[config.mk]
export PLATFORM = sky130hd
export DESIGN_NAME = sio_expander
export DESIGN_NICKNAME = d
export VERILOG_FILES = /design/src/rtl/sio_pkg.sv /design/src/rtl/sio_edge_bank.sv /design/src/rtl/sio_rx_shift.sv /design/src/rtl/sio_tx_shift.sv /design/src/rtl/sio_out_latch.sv /design/src/rtl/sio_expander.sv
export SDC_FILE = /design/constraint.sdc
export NUM_CORES = 1
export LEC_CHECK = 0
export ABC_AREA = 0
export BUFFER_PORTS_ARGS = -buffer_cell sky130_fd_sc_hd__buf_2
export CORE_MARGIN = 8
export CORE_UTILIZATION = 45
export DETAILED_ROUTE_END_ITERATION = 8
export GPL_ROUTABILITY_DRIVEN = 0
export GPL_TIMING_DRIVEN = 0
export PLACE_DENSITY = 0.67
export RECOVER_POWER = 25
export SLEW_MARGIN = 10
export SYNTH_ARGS = -nofsm -noshare
export SYNTH_HDL_FRONTEND = slang
export SYNTH_SLANG_ARGS = --single-unit
[constraint.sdc]
create_clock -name clk -period 1.45 [get_ports clk]
set_clock_uncertainty 0.15 [all_clocks]
set_input_delay 0.2175 -clock clk [delete_from_list [all_inputs] [get_ports clk]]
set_output_delay 0.2175 -clock clk [all_outputs]
set_load 0.02 [all_outputs]
[src/rtl/sio_pkg.sv]
package sio_pkg;
  parameter int unsigned SIO_WIDTH = 12;
  // positions of host controls inside the edge detector bank
  localparam int unsigned CTL_SCLK = 0;
  localparam int unsigned CTL_CSN  = 1;
  localparam int unsigned CTL_SET  = 2;
  localparam int unsigned CTL_N    = 3;
endpackage

[src/rtl/sio_edge_bank.sv]
module sio_edge_bank #(
  parameter int unsigned N = 3,
  parameter logic [N-1:0] RST_VAL = '0
) (
  input  logic         clk,
  input  logic         rst,
  input  logic [N-1:0] sig_i,
  output logic [N-1:0] rise_o,
  output logic [N-1:0] fall_o
);
  logic [N-1:0] prev_q;

  always_ff @(posedge clk) begin
    if (rst) prev_q <= RST_VAL;
    else     prev_q <= sig_i;
  end

  for (genvar g = 0; g < N; g++) begin : g_edge
    assign rise_o[g] =  sig_i[g] & ~prev_q[g];
    assign fall_o[g] = ~sig_i[g] &  prev_q[g];
  end
endmodule

[src/rtl/sio_rx_shift.sv]
module sio_rx_shift #(
  parameter int unsigned W = 12
) (
  input  logic         clk,
  input  logic         rst,
  input  logic         shift_en,
  input  logic         din,
  output logic [W-1:0] word_o
);
  always_ff @(posedge clk) begin
    if (rst)           word_o <= '1;
    else if (shift_en) word_o <= {din, word_o[W-1:1]};
  end
endmodule

[src/rtl/sio_tx_shift.sv]
module sio_tx_shift #(
  parameter int unsigned W = 12
) (
  input  logic         clk,
  input  logic         rst,
  input  logic         active,
  input  logic         load_en,
  input  logic         shift_en,
  input  logic [W-1:0] pins_i,
  output logic [W-1:0] word_o,
  output logic         pull_o
);
  always_ff @(posedge clk) begin
    if (rst) begin
      word_o <= '1;
      pull_o <= 1'b0;
    end else if (!active) begin
      pull_o <= 1'b0;
    end else if (load_en) begin
      word_o <= pins_i;
      pull_o <= ~pins_i[0];
    end else if (shift_en) begin
      word_o <= {1'b1, word_o[W-1:1]};
      pull_o <= ~word_o[1];
    end
  end
endmodule

[src/rtl/sio_out_latch.sv]
module sio_out_latch #(
  parameter int unsigned W = 12
) (
  input  logic         clk,
  input  logic         rst,
  input  logic         load_en,
  input  logic [W-1:0] d_i,
  output logic [W-1:0] q_o
);
  always_ff @(posedge clk) begin
    if (rst)          q_o <= '1;
    else if (load_en) q_o <= d_i;
  end
endmodule

[src/rtl/sio_expander.sv]
module sio_expander
  import sio_pkg::*;
#(
  parameter int unsigned W = SIO_WIDTH
) (
  input  logic         clk,
  input  logic         rst,
  input  logic         sclk_i,
  input  logic         cs_n_i,
  input  logic         sdi_i,
  input  logic         set_i,
  input  logic [W-1:0] pin_in_i,
  output logic [W-1:0] pin_pull_o,
  output logic         sdo_pull_o
);
  localparam logic [CTL_N-1:0] CTL_RST = CTL_N'(1) << CTL_CSN;

  logic [CTL_N-1:0] ctl, rise, fall;
  logic [W-1:0]     rx_q, tx_q, latch_q;
  logic             sel;

  always_comb begin
    ctl           = '0;
    ctl[CTL_SCLK] = sclk_i;
    ctl[CTL_CSN]  = cs_n_i;
    ctl[CTL_SET]  = set_i;
  end

  assign sel = ~cs_n_i;

  sio_edge_bank #(.N(CTL_N), .RST_VAL(CTL_RST)) u_edges (
    .clk(clk), .rst(rst), .sig_i(ctl), .rise_o(rise), .fall_o(fall)
  );

  sio_rx_shift #(.W(W)) u_rx (
    .clk(clk), .rst(rst), .shift_en(sel & rise[CTL_SCLK]),
    .din(sdi_i), .word_o(rx_q)
  );

  sio_tx_shift #(.W(W)) u_tx (
    .clk(clk), .rst(rst), .active(sel), .load_en(fall[CTL_CSN]),
    .shift_en(fall[CTL_SCLK]), .pins_i(pin_in_i),
    .word_o(tx_q), .pull_o(sdo_pull_o)
  );

  sio_out_latch #(.W(W)) u_latch (
    .clk(clk), .rst(rst), .load_en(rise[CTL_SET]),
    .d_i(rx_q), .q_o(latch_q)
  );

  assign pin_pull_o = ~latch_q;
endmodule

Word level (Yosys, flattened, before mapping) --
Index checks and enable logic that the tools add are counted.
Word-level totals: register bits 40, bits of input ports 18, output and inout port bits 13, logic and storage cells 24
Operators by class: muxes and demuxes 4, bitwise gates (word level) 12, reduce and logical (&&, ||, !) cells 3
Operators with widths (count):
- $mux 12 | 2
- $not 12->12 | 1
- $not 1->1 | 6
- $and 1x1->1 | 5
- $mux 1 | 2
- $reduce_and 2->1 | 1
- $reduce_bool 2->1 | 1
- $reduce_or 2->1 | 1

Depth between registers and ports, before layout --
Gate-level depths: netlist of run 1.
depth in word-level cells 4, mapped depth 5, gate-level depth less buffers 3

By module --
Synthesis of run 1 repeated with hierarchy kept, for this count alone.
Second synthesis, totals: cell total of the unflattened synthesis 168, area, all modules 1712.9 µm²
By module, submodules not included:
- sio_tx_shift | times used 1, cells each 64, area each 631.9 µm², sequential area each 260.2 µm²
- sio_out_latch | times used 1, cells each 39, area each 456.7 µm², sequential area each 240.2 µm²
- sio_rx_shift | times used 1, cells each 39, area each 452.9 µm², sequential area each 240.2 µm²
- sio_edge_bank | times used 1, cells each 12, area each 116.4 µm², sequential area each 60.1 µm²
- sio_expander | times used 1, cells each 14, area each 55.1 µm², sequential area each 0.0 µm²

Worst setup path after synthesis of run 1 --
OpenSTA, ideal clock, no wires.
path type reg-to-reg, from reg u_edges.prev_q[0], to reg u_rx.word_o[10], library setup time 0.120 ns, arrival 1.043 ns, required time 1.180 ns, setup slack 0.138 ns, cell stages (with the launch flop) 5, path buffers 1, period minus slack after synthesis 1.312 ns, cells stage by stage dfxtp_1 -> nor3b_4 -> buf_6 -> nor2b_1 -> a211o_1
On the way: cells in the longest elaborated chain, start to end 3
Ends and longest elaborated chain:
- from (decl) | RTL line sio_edge_bank.sv:11 | logic [N-1:0] prev_q;
- from (signal assigned) | RTL line sio_edge_bank.sv:15 | else prev_q <= sig_i;
- $not 1->1 | RTL line sio_edge_bank.sv:19 | assign rise_o[g] = sig_i[g] & ~prev_q[g];
- $and 1x1->1 | RTL line sio_edge_bank.sv:19
- $and 1x1->1 | RTL line sio_expander.sv:36 | .clk(clk), .rst(rst), .shift_en(sel & rise[CTL_SCLK]),
- to (signal assigned) | RTL line sio_rx_shift.sv:12 | else if (shift_en) word_o <= {din, word_o[W-1:1]};
- to (decl) | RTL line sio_rx_shift.sv:8 | output logic [W-1:0] word_o
Every way passes these cells. A chain may end at the register's enable or synchronous reset.

Worst setup path after layout of run 1 --
from reg u_edges.prev_q[0], to reg u_rx.word_o[3]
Same word-level chain as after synthesis.

==> results of run 1 <==
-- layout make-up --
class	count	area, um2	area share, %
Buffer	12	98.8	5.00
Clock buffer	5	37.5	1.90
Clock inverter	3	43.8	2.22
Inverter	12	45.0	2.28
Multi-Input combinational cell	86	658	33.3
Sequential cell	39	786	39.8
Tap cell	46	57.6	2.91
Timing Repair Buffer	41	249	12.6
-- cells in the final DEF (no fill, tap or decap), drive strengths merged --
master	count
a211o	24
a22oi	1
a2bb2oi	10
and2b	2
buf	42
bufinv	1
clkbuf	9
clkinv	2
dfxtp	39
dlygate4sd3	7
inv	12
mux2i	10
nand2b	1
nand3b	1
nor2	14
nor2b	15
nor3b	1
o21ai	1
o21ba	1
o21bai	1
o31a	1
o31ai	1
or2	1
or3b	1
-- Yosys cell counts --
| library cell | number |
|---|---|
| or2_4 | 1 |
| nor2b_1 | 15 |
| buf_2 | 6 |
| o31a_1 | 1 |
| a22oi_1 | 1 |
| mux2i_1 | 10 |
| a211o_1 | 24 |
| o21ai_0 | 1 |
| nand3b_1 | 1 |
| inv_1 | 12 |
| dfxtp_1 | 39 |
| and2b_1 | 2 |
| clkbuf_1 | 2 |
| o31ai_1 | 1 |
| or3b_1 | 1 |
| o21bai_1 | 1 |
| nor2_1 | 14 |
| nor3b_4 | 1 |
| o21ba_2 | 1 |
| buf_4 | 1 |
| buf_6 | 3 |
| a2bb2oi_1 | 10 |
| nand2b_1 | 1 |
-- final timing paths --
path,start,end,slack [ns]
setup / recovery,u_edges.prev_q[0]$_SDFF_PP0_,u_rx.word_o[3]$_SDFFE_PP1P_,0.04
hold / removal,pin_in_i[7],u_tx.word_o[7]$_SDFFE_PP1P_,0.01
setup reg to reg,u_edges.prev_q[0]$_SDFF_PP0_,u_rx.word_o[3]$_SDFFE_PP1P_,0.04
hold reg to reg,u_rx.word_o[0]$_SDFFE_PP1P_,u_latch.q_o[0]$_SDFFE_PP1P_,0.34
-- per-stage QoR --
stage / hold WS [ns] / worst slack (ns) / area [um2] / std cells / utilization, %
global route: 0.00615 / -0.0210 / 1980 / 244 / 59.2
detailed placement: 0.279 / -0.0136 / 1770 / 225 / 53.0
floorplan: 0.185 / 0.138 / 1560 / 149 / -
global placement: 0.270 / 0.0178 / 1770 / 225 / 53.0
finish: 0.00993 / 0.0445 / 1980 / 244 / 59.2
CTS: 0.00573 / 0.00145 / 1920 / 240 / 57.7
-- registers in the layout (all words and copies together), names as in the netlist --
signal and cells:
u_latch.q_o 12, u_rx.word_o 12, u_tx.word_o 11, u_edges.prev_q 3
u_tx.pull_o 1
-- report_power, final --
group	switching (mW)	internal (mW)
Combinational	0.173	0.179
Sequential	0.0339	1.14
Clock	0.365	0.363
-- logic make-up (layout without fill, tap and decap cells) --
logic type	count (synthesis)	in the layout	share of synthesized area, %
multiplexers	10	10	6.42
buffers and inverters	24	73	7.94
flip-flops	39	39	50.0
AO/OA/AOI/OAI	40	40	22.1
AND/OR/NAND/NOR	36	36	13.6
-- worst max-delay path: cells and delay by family (launching register included) --
kind                   cells  cell delay, ns
AO/OA/AOI/OAI              1            0.26
buffers and inverters      1            0.14
flip-flops                 1            0.36
AND/OR/NAND/NOR            2            0.41
-- metal layers --
layer / GRT usage, % / part of all wire (%) / vias to the layer above
li1: - / - / 611
met4: 5.22 / 1.5 / 0
met5: 0 / 0 / -
met3: 4.39 / 5.7 / 5
met1: 13.7 / 42 / 604
met2: 22.6 / 51 / 32
-- what timing repair did --
action | 4_1_cts | 5_1_grt
setup endpoints to repair | 13 | 27
hold buffers | 7 | 0
pin swaps | 1 | 1
gates cloned | 0 | 1
gates resized for setup | 2 | 11
endpoints found under the hold margin | 7 | 0
setup buffers | 0 | 3
==> summary.txt, run 1 <==
Yosys
  • Yosys top cell by area: dfxtp_1
  • Synthesized area: 1560 um2
  • Cells after synthesis: 149
  • Distinct cells, synth: 23
  • Sequential area share after synthesis: 50.0%
  • Syn nets: 167
  • Ys Warns: 0
  • Post-synthesis register bit count: 39
  • Dominant cells by area after synthesis: dfxtp_1 50%, a211o_1 13%, mux2i_1 6.4%
  • Top-area cell type share of the netlist area: 50.0%
  • Synth Area per Inst: 10.5 um2

Final layout
  • Layout area overhead: 26.6%
  • Share of cells above drive strength 1: 28.3%
  • Layout Nets: 215
  • Fill count: 323
  • Diode count: 0

Die
  • Die Wd: 74.9 um
  • Starting Density: 46.8%
  • Die area: 5610 um2
  • I/O pins: 31
  • Core ar.: 3340 um2
  • # rows: 21
  • Die Span Y: 74.9 um

STA
  • Tcrit/Tclk final: 96.9%
  • Pins Over Slew Limit: 0
  • Fin crit period: 1.41 ns
  • Final hold violations: 0
  • Final setup violation count: 0
  • Slew HR: 64.8%
  • Worst slew pin tran: 0.528 ns
  • Fmax: 0.711 GHz
  • Fin Setup TNS: 0 ns
  • RSZ-0062 raised after global routing: true

Worst setup path
  • Crit end category: register
  • Startpoint Class: register
  • Crit-path cells: nor3b_4 > buf_6 > and2b_1 > a211o_1
  • Crit path DAT: 1.50 ns
  • CP max stage delay: 0.36 ns
  • Critical path peak fanout: 5
  • Path depth of the worst reg2reg path: 4
  • WS Path Type: reg2reg
  • Critical Path Slowest Stage Cell: dfxtp_2
  • Required time of the critical path: 1.55 ns

Global routing
  • Overflow after GRT: 0
  • Initial antenna violation count: 0
  • Vias in the first global route: 1248
  • Largest net degree at the start of global routing: 14
  • Global Route Usage Sum: 12.9%
  • First-pass GRT wire length: 5460 um

Clock network
  • CTS buffer count: 5
  • Root buffer cell: clkbuf_4
  • Clk_lat worst skew: 0.34 ns
  • CTS Buffer Depth: 2
  • Clock transition at the registers of the reported paths: 0.12 ns
  • Htree depth: 2
  • CTS tree: built
  • Sink Count: 39

Power
  • VDD IR max: 612 uV
  • Power Density: 1140 nW/um2
  • Lkg Pwr: 0.934 nW
  • Overall Power: 2.25 mW

Drt
  • DR vias/cell: 5.13
  • Total Wirelength: 3380 um
  • DRC Markers: 0
  • Iteration-0 DRC count of the detailed router: 34
  • Vias: 1252
  • Drt first pass iters: 4
  • Antenna-violating nets left: 0
  • WL per Instance: 13.8 um

Outcome
  • Outcome: finished, final reports clean

Place
  • Hpwl dp: 2380 um
  • IO Port Bufs: 30

Run
  • Number of max-cap violations: 0

Worst hold path
  • WHS Path Cells: 3
  • Min-Delay Path Class: in2reg
(Power assumes the default switching activity.)
==> inputs of run 2 (changes only) <==
--- a/config.mk
+++ b/config.mk
@@ -9,9 +9,11 @@
 export BUFFER_PORTS_ARGS = -buffer_cell sky130_fd_sc_hd__buf_2
 export CORE_MARGIN = 8
 export CORE_UTILIZATION = 45
+export CTS_BUF_LIST = sky130_fd_sc_hd__clkbuf_8
 export DETAILED_ROUTE_END_ITERATION = 8
 export GPL_ROUTABILITY_DRIVEN = 0
 export GPL_TIMING_DRIVEN = 0
+export MAX_ROUTING_LAYER = met4
 export PLACE_DENSITY = 0.67
 export RECOVER_POWER = 25
 export SLEW_MARGIN = 10
==> run 2 against run 1 <==
  * Setup slack worse by 0.0097 ns
  * Maximum frequency shrank 0.68%
  * Final cell count fell by 2.0%
  * Via count shrank 2.2%
  * Largest power group unchanged
==> summary.txt, run 2 (same netlist as run 1, synthesis figures left out) <==
Outcome
  • Outcome: finished, final reports clean

Power
  • Power Density: 1240 nW/um2 (+8.6%)
  • Lkg Pwr: 0.896 nW (-4.1%)
  • VDD IR max: 732 uV (+20%)

Die
  • Die area: 5610 um2 (unchanged)
  • # rows: 21 (unchanged)
  • Core ar.: 3340 um2 (unchanged)
  • Die Wd: 74.9 um (unchanged)
  • Die Span Y: 74.9 um (unchanged)
  • I/O pins: 31 (unchanged)
  • Starting Density: 46.8% (unchanged)

STA
  • Setup ws final: 0.0348 ns (-0.00968 ns)
  • Slew HR: 64.7% (-0.13 points)
  • Final setup violation count: 0 (unchanged)
  • Fmax: 0.707 GHz (-0.68%)
  • Final hold violations: 0 (unchanged)
  • Tcrit/Tclk final: 97.6% (+0.67 points)
  • Worst slew pin tran: 0.530 ns (+0.00196 ns)
  • Fin Setup TNS: 0 ns (unchanged)
  • Fin crit period: 1.42 ns (+0.00968 ns)
  • Worst Hold Slack: 0.0355 ns (+0.0256 ns)
  • Pins Over Slew Limit: 0 (unchanged)

Clock network
  • Root buffer cell: clkbuf_8
  • CTS Buffer Depth: 2 (unchanged)
  • Clock transition at the registers of the reported paths: 0.08 ns (-0.04 ns)
  • CTS buffer count: 5 (unchanged)
  • Clk_lat worst skew: 0.29 ns (-0.05 ns)
  • Htree depth: 2 (unchanged)
  • CTS tree: built
  • Sink Count: 39 (unchanged)

Worst setup path
  • Critical path peak fanout: 5 (unchanged)
  • Critical Path Slowest Stage Cell: dfxtp_4
  • Crit-path cells: nor3b_4 > buf_4 > buf_6 > nor2b_1 > a211o_1
  • Crit end category: register
  • Startpoint Class: register
  • Crit path DAT: 1.45 ns (-0.05 ns)
  • WS Path Type: reg2reg
  • CP max stage delay: 0.36 ns (about the same)
  • Required time of the critical path: 1.49 ns (-0.06 ns)

Global routing
  • Largest net degree at the start of global routing: 14 (unchanged)
  • Initial antenna violation count: 0 (unchanged)
  • Vias in the first global route: 1224 (-1.9%)
  • Global Route Usage Sum: 13.2% (+0.36 points)
  • Overflow after GRT: 0 (unchanged)
  • First-pass GRT wire length: 5430 um (-0.49%)

Place
  • Setup WS pre-CTS: -0.0136 ns (unchanged)
  • Hpwl dp: 2380 um (unchanged)
  • Placed Instances: 225 (unchanged)
  • Placed Area: 1770 um2 (unchanged)
  • IO Port Bufs: 30 (unchanged)

Drt
  • DR vias/cell: 5.13 (-0.11%)
  • Total Wirelength: 3330 um (-1.4%)
  • Vias: 1225 (-2.2%)
  • Drt first pass iters: 5 (+1)
  • WL per Instance: 13.9 um (+0.64%)
  • Iteration-0 DRC count of the detailed router: 30 (-12%)
  • Antenna-violating nets left: 0 (unchanged)
  • DRC Markers: 0 (unchanged)

Final layout
  • Most common cell after layout, fill and taps aside: dfxtp_1
  • Layout Nets: 210 (-2.3%)
  • Share of cells above drive strength 1: 24.9% (-3.4 points)
  • Largest regs: u_latch.q_o: 12 flops, u_rx.word_o: 12 flops, u_tx.word_o: 11 flops
  • Layout Cells excl Fill: 239 (-2.0%)
  • Fill count: 325 (+0.62%)
  • Diode count: 0 (unchanged)
  • Most frequent cells in the layout: 37 x dfxtp_1, 24 x buf_2, 24 x a211o_1
  • Layout area overhead: 25.0%
  • Design Area, Final: 1950 um2 (-1.3%)

Worst hold path
  • Min-Delay Path Class: in2reg

Run
  • Number of max-cap violations: 0 (unchanged)
## run 2: cell types whose count changed in the layout (fill, tap and decap cells not counted), sizes merged
cell         previous run  this run
buf                    42        34
clkbuf                  9        17
dlygate4sd3             7         2
## run 2: path summary, 6_finish.rpt
path                            slack [ns]  cells past startpoint                            to                         start
worst min-delay path                  0.04                      3      u_tx.pull_o$_SDFFE_PP0P_                   pin_in_i[0]
worst max-delay path                  0.03                      5  u_rx.word_o[10]$_SDFFE_PP1P_  u_edges.prev_q[0]$_SDFF_PP0_
worst max register to register        0.03                      5  u_rx.word_o[10]$_SDFFE_PP1P_  u_edges.prev_q[0]$_SDFF_PP0_
worst min register to register        0.33                      1   u_latch.q_o[0]$_SDFFE_PP1P_   u_rx.word_o[0]$_SDFFE_PP1P_
## run 2: area by class of cell
type | count | area [um2] | area share (%)
Tap cell | 46 | 57.6 | 2.95
Clock buffer | 5 | 68.8 | 3.53
Buffer | 12 | 97.6 | 5.00
Multi-Input combinational cell | 86 | 659 | 33.8
Timing Repair Buffer | 36 | 190 | 9.75
Inverter | 12 | 45.0 | 2.31
Clock inverter | 3 | 43.8 | 2.25
Sequential cell | 39 | 788 | 40.4
## run 2: critical path, delay by kind of cell (launching register included)
kind                   cells  cell delay [ns]
AO/OA/AOI/OAI              1             0.26
flip-flops                 1             0.36
AND/OR/NAND/NOR            2             0.28
buffers and inverters      2             0.25
## run 2: stage by stage
step                utilization, %  total power [mW]
floorplan                        -              1.42
global placement              53.0              1.50
detailed placement            53.0              1.52
CTS                           57.1              2.42
global route                  58.5              2.52
finish                        58.5              2.41
## run 2: per-layer routing
layer	vias up	GRT usage, %	routed length, um
met5	-	-	0
met3	8	4.26	156
met1	589	13.8	1430
met2	24	21.9	1670
met4	0	6.52	74
li1	604	-	-
## run 2: power breakdown
part           switching [mW]  total (mW)  internal, mW  leakage [nW]
sequential             0.0342        1.17          1.14         0.322
combinational           0.170       0.336         0.166         0.516
clock                   0.394       0.907         0.512        0.0581
## run 2: what timing repair did
action | 4_1_cts | 5_1_grt
setup buffers | 0 | 3
gates cloned | 0 | 1
pin swaps | 1 | 2
hold buffers | 2 | 0
endpoints found under the setup margin | 13 | 27
hold endpoints to repair | 2 | 0
resized for setup | 2 | 13
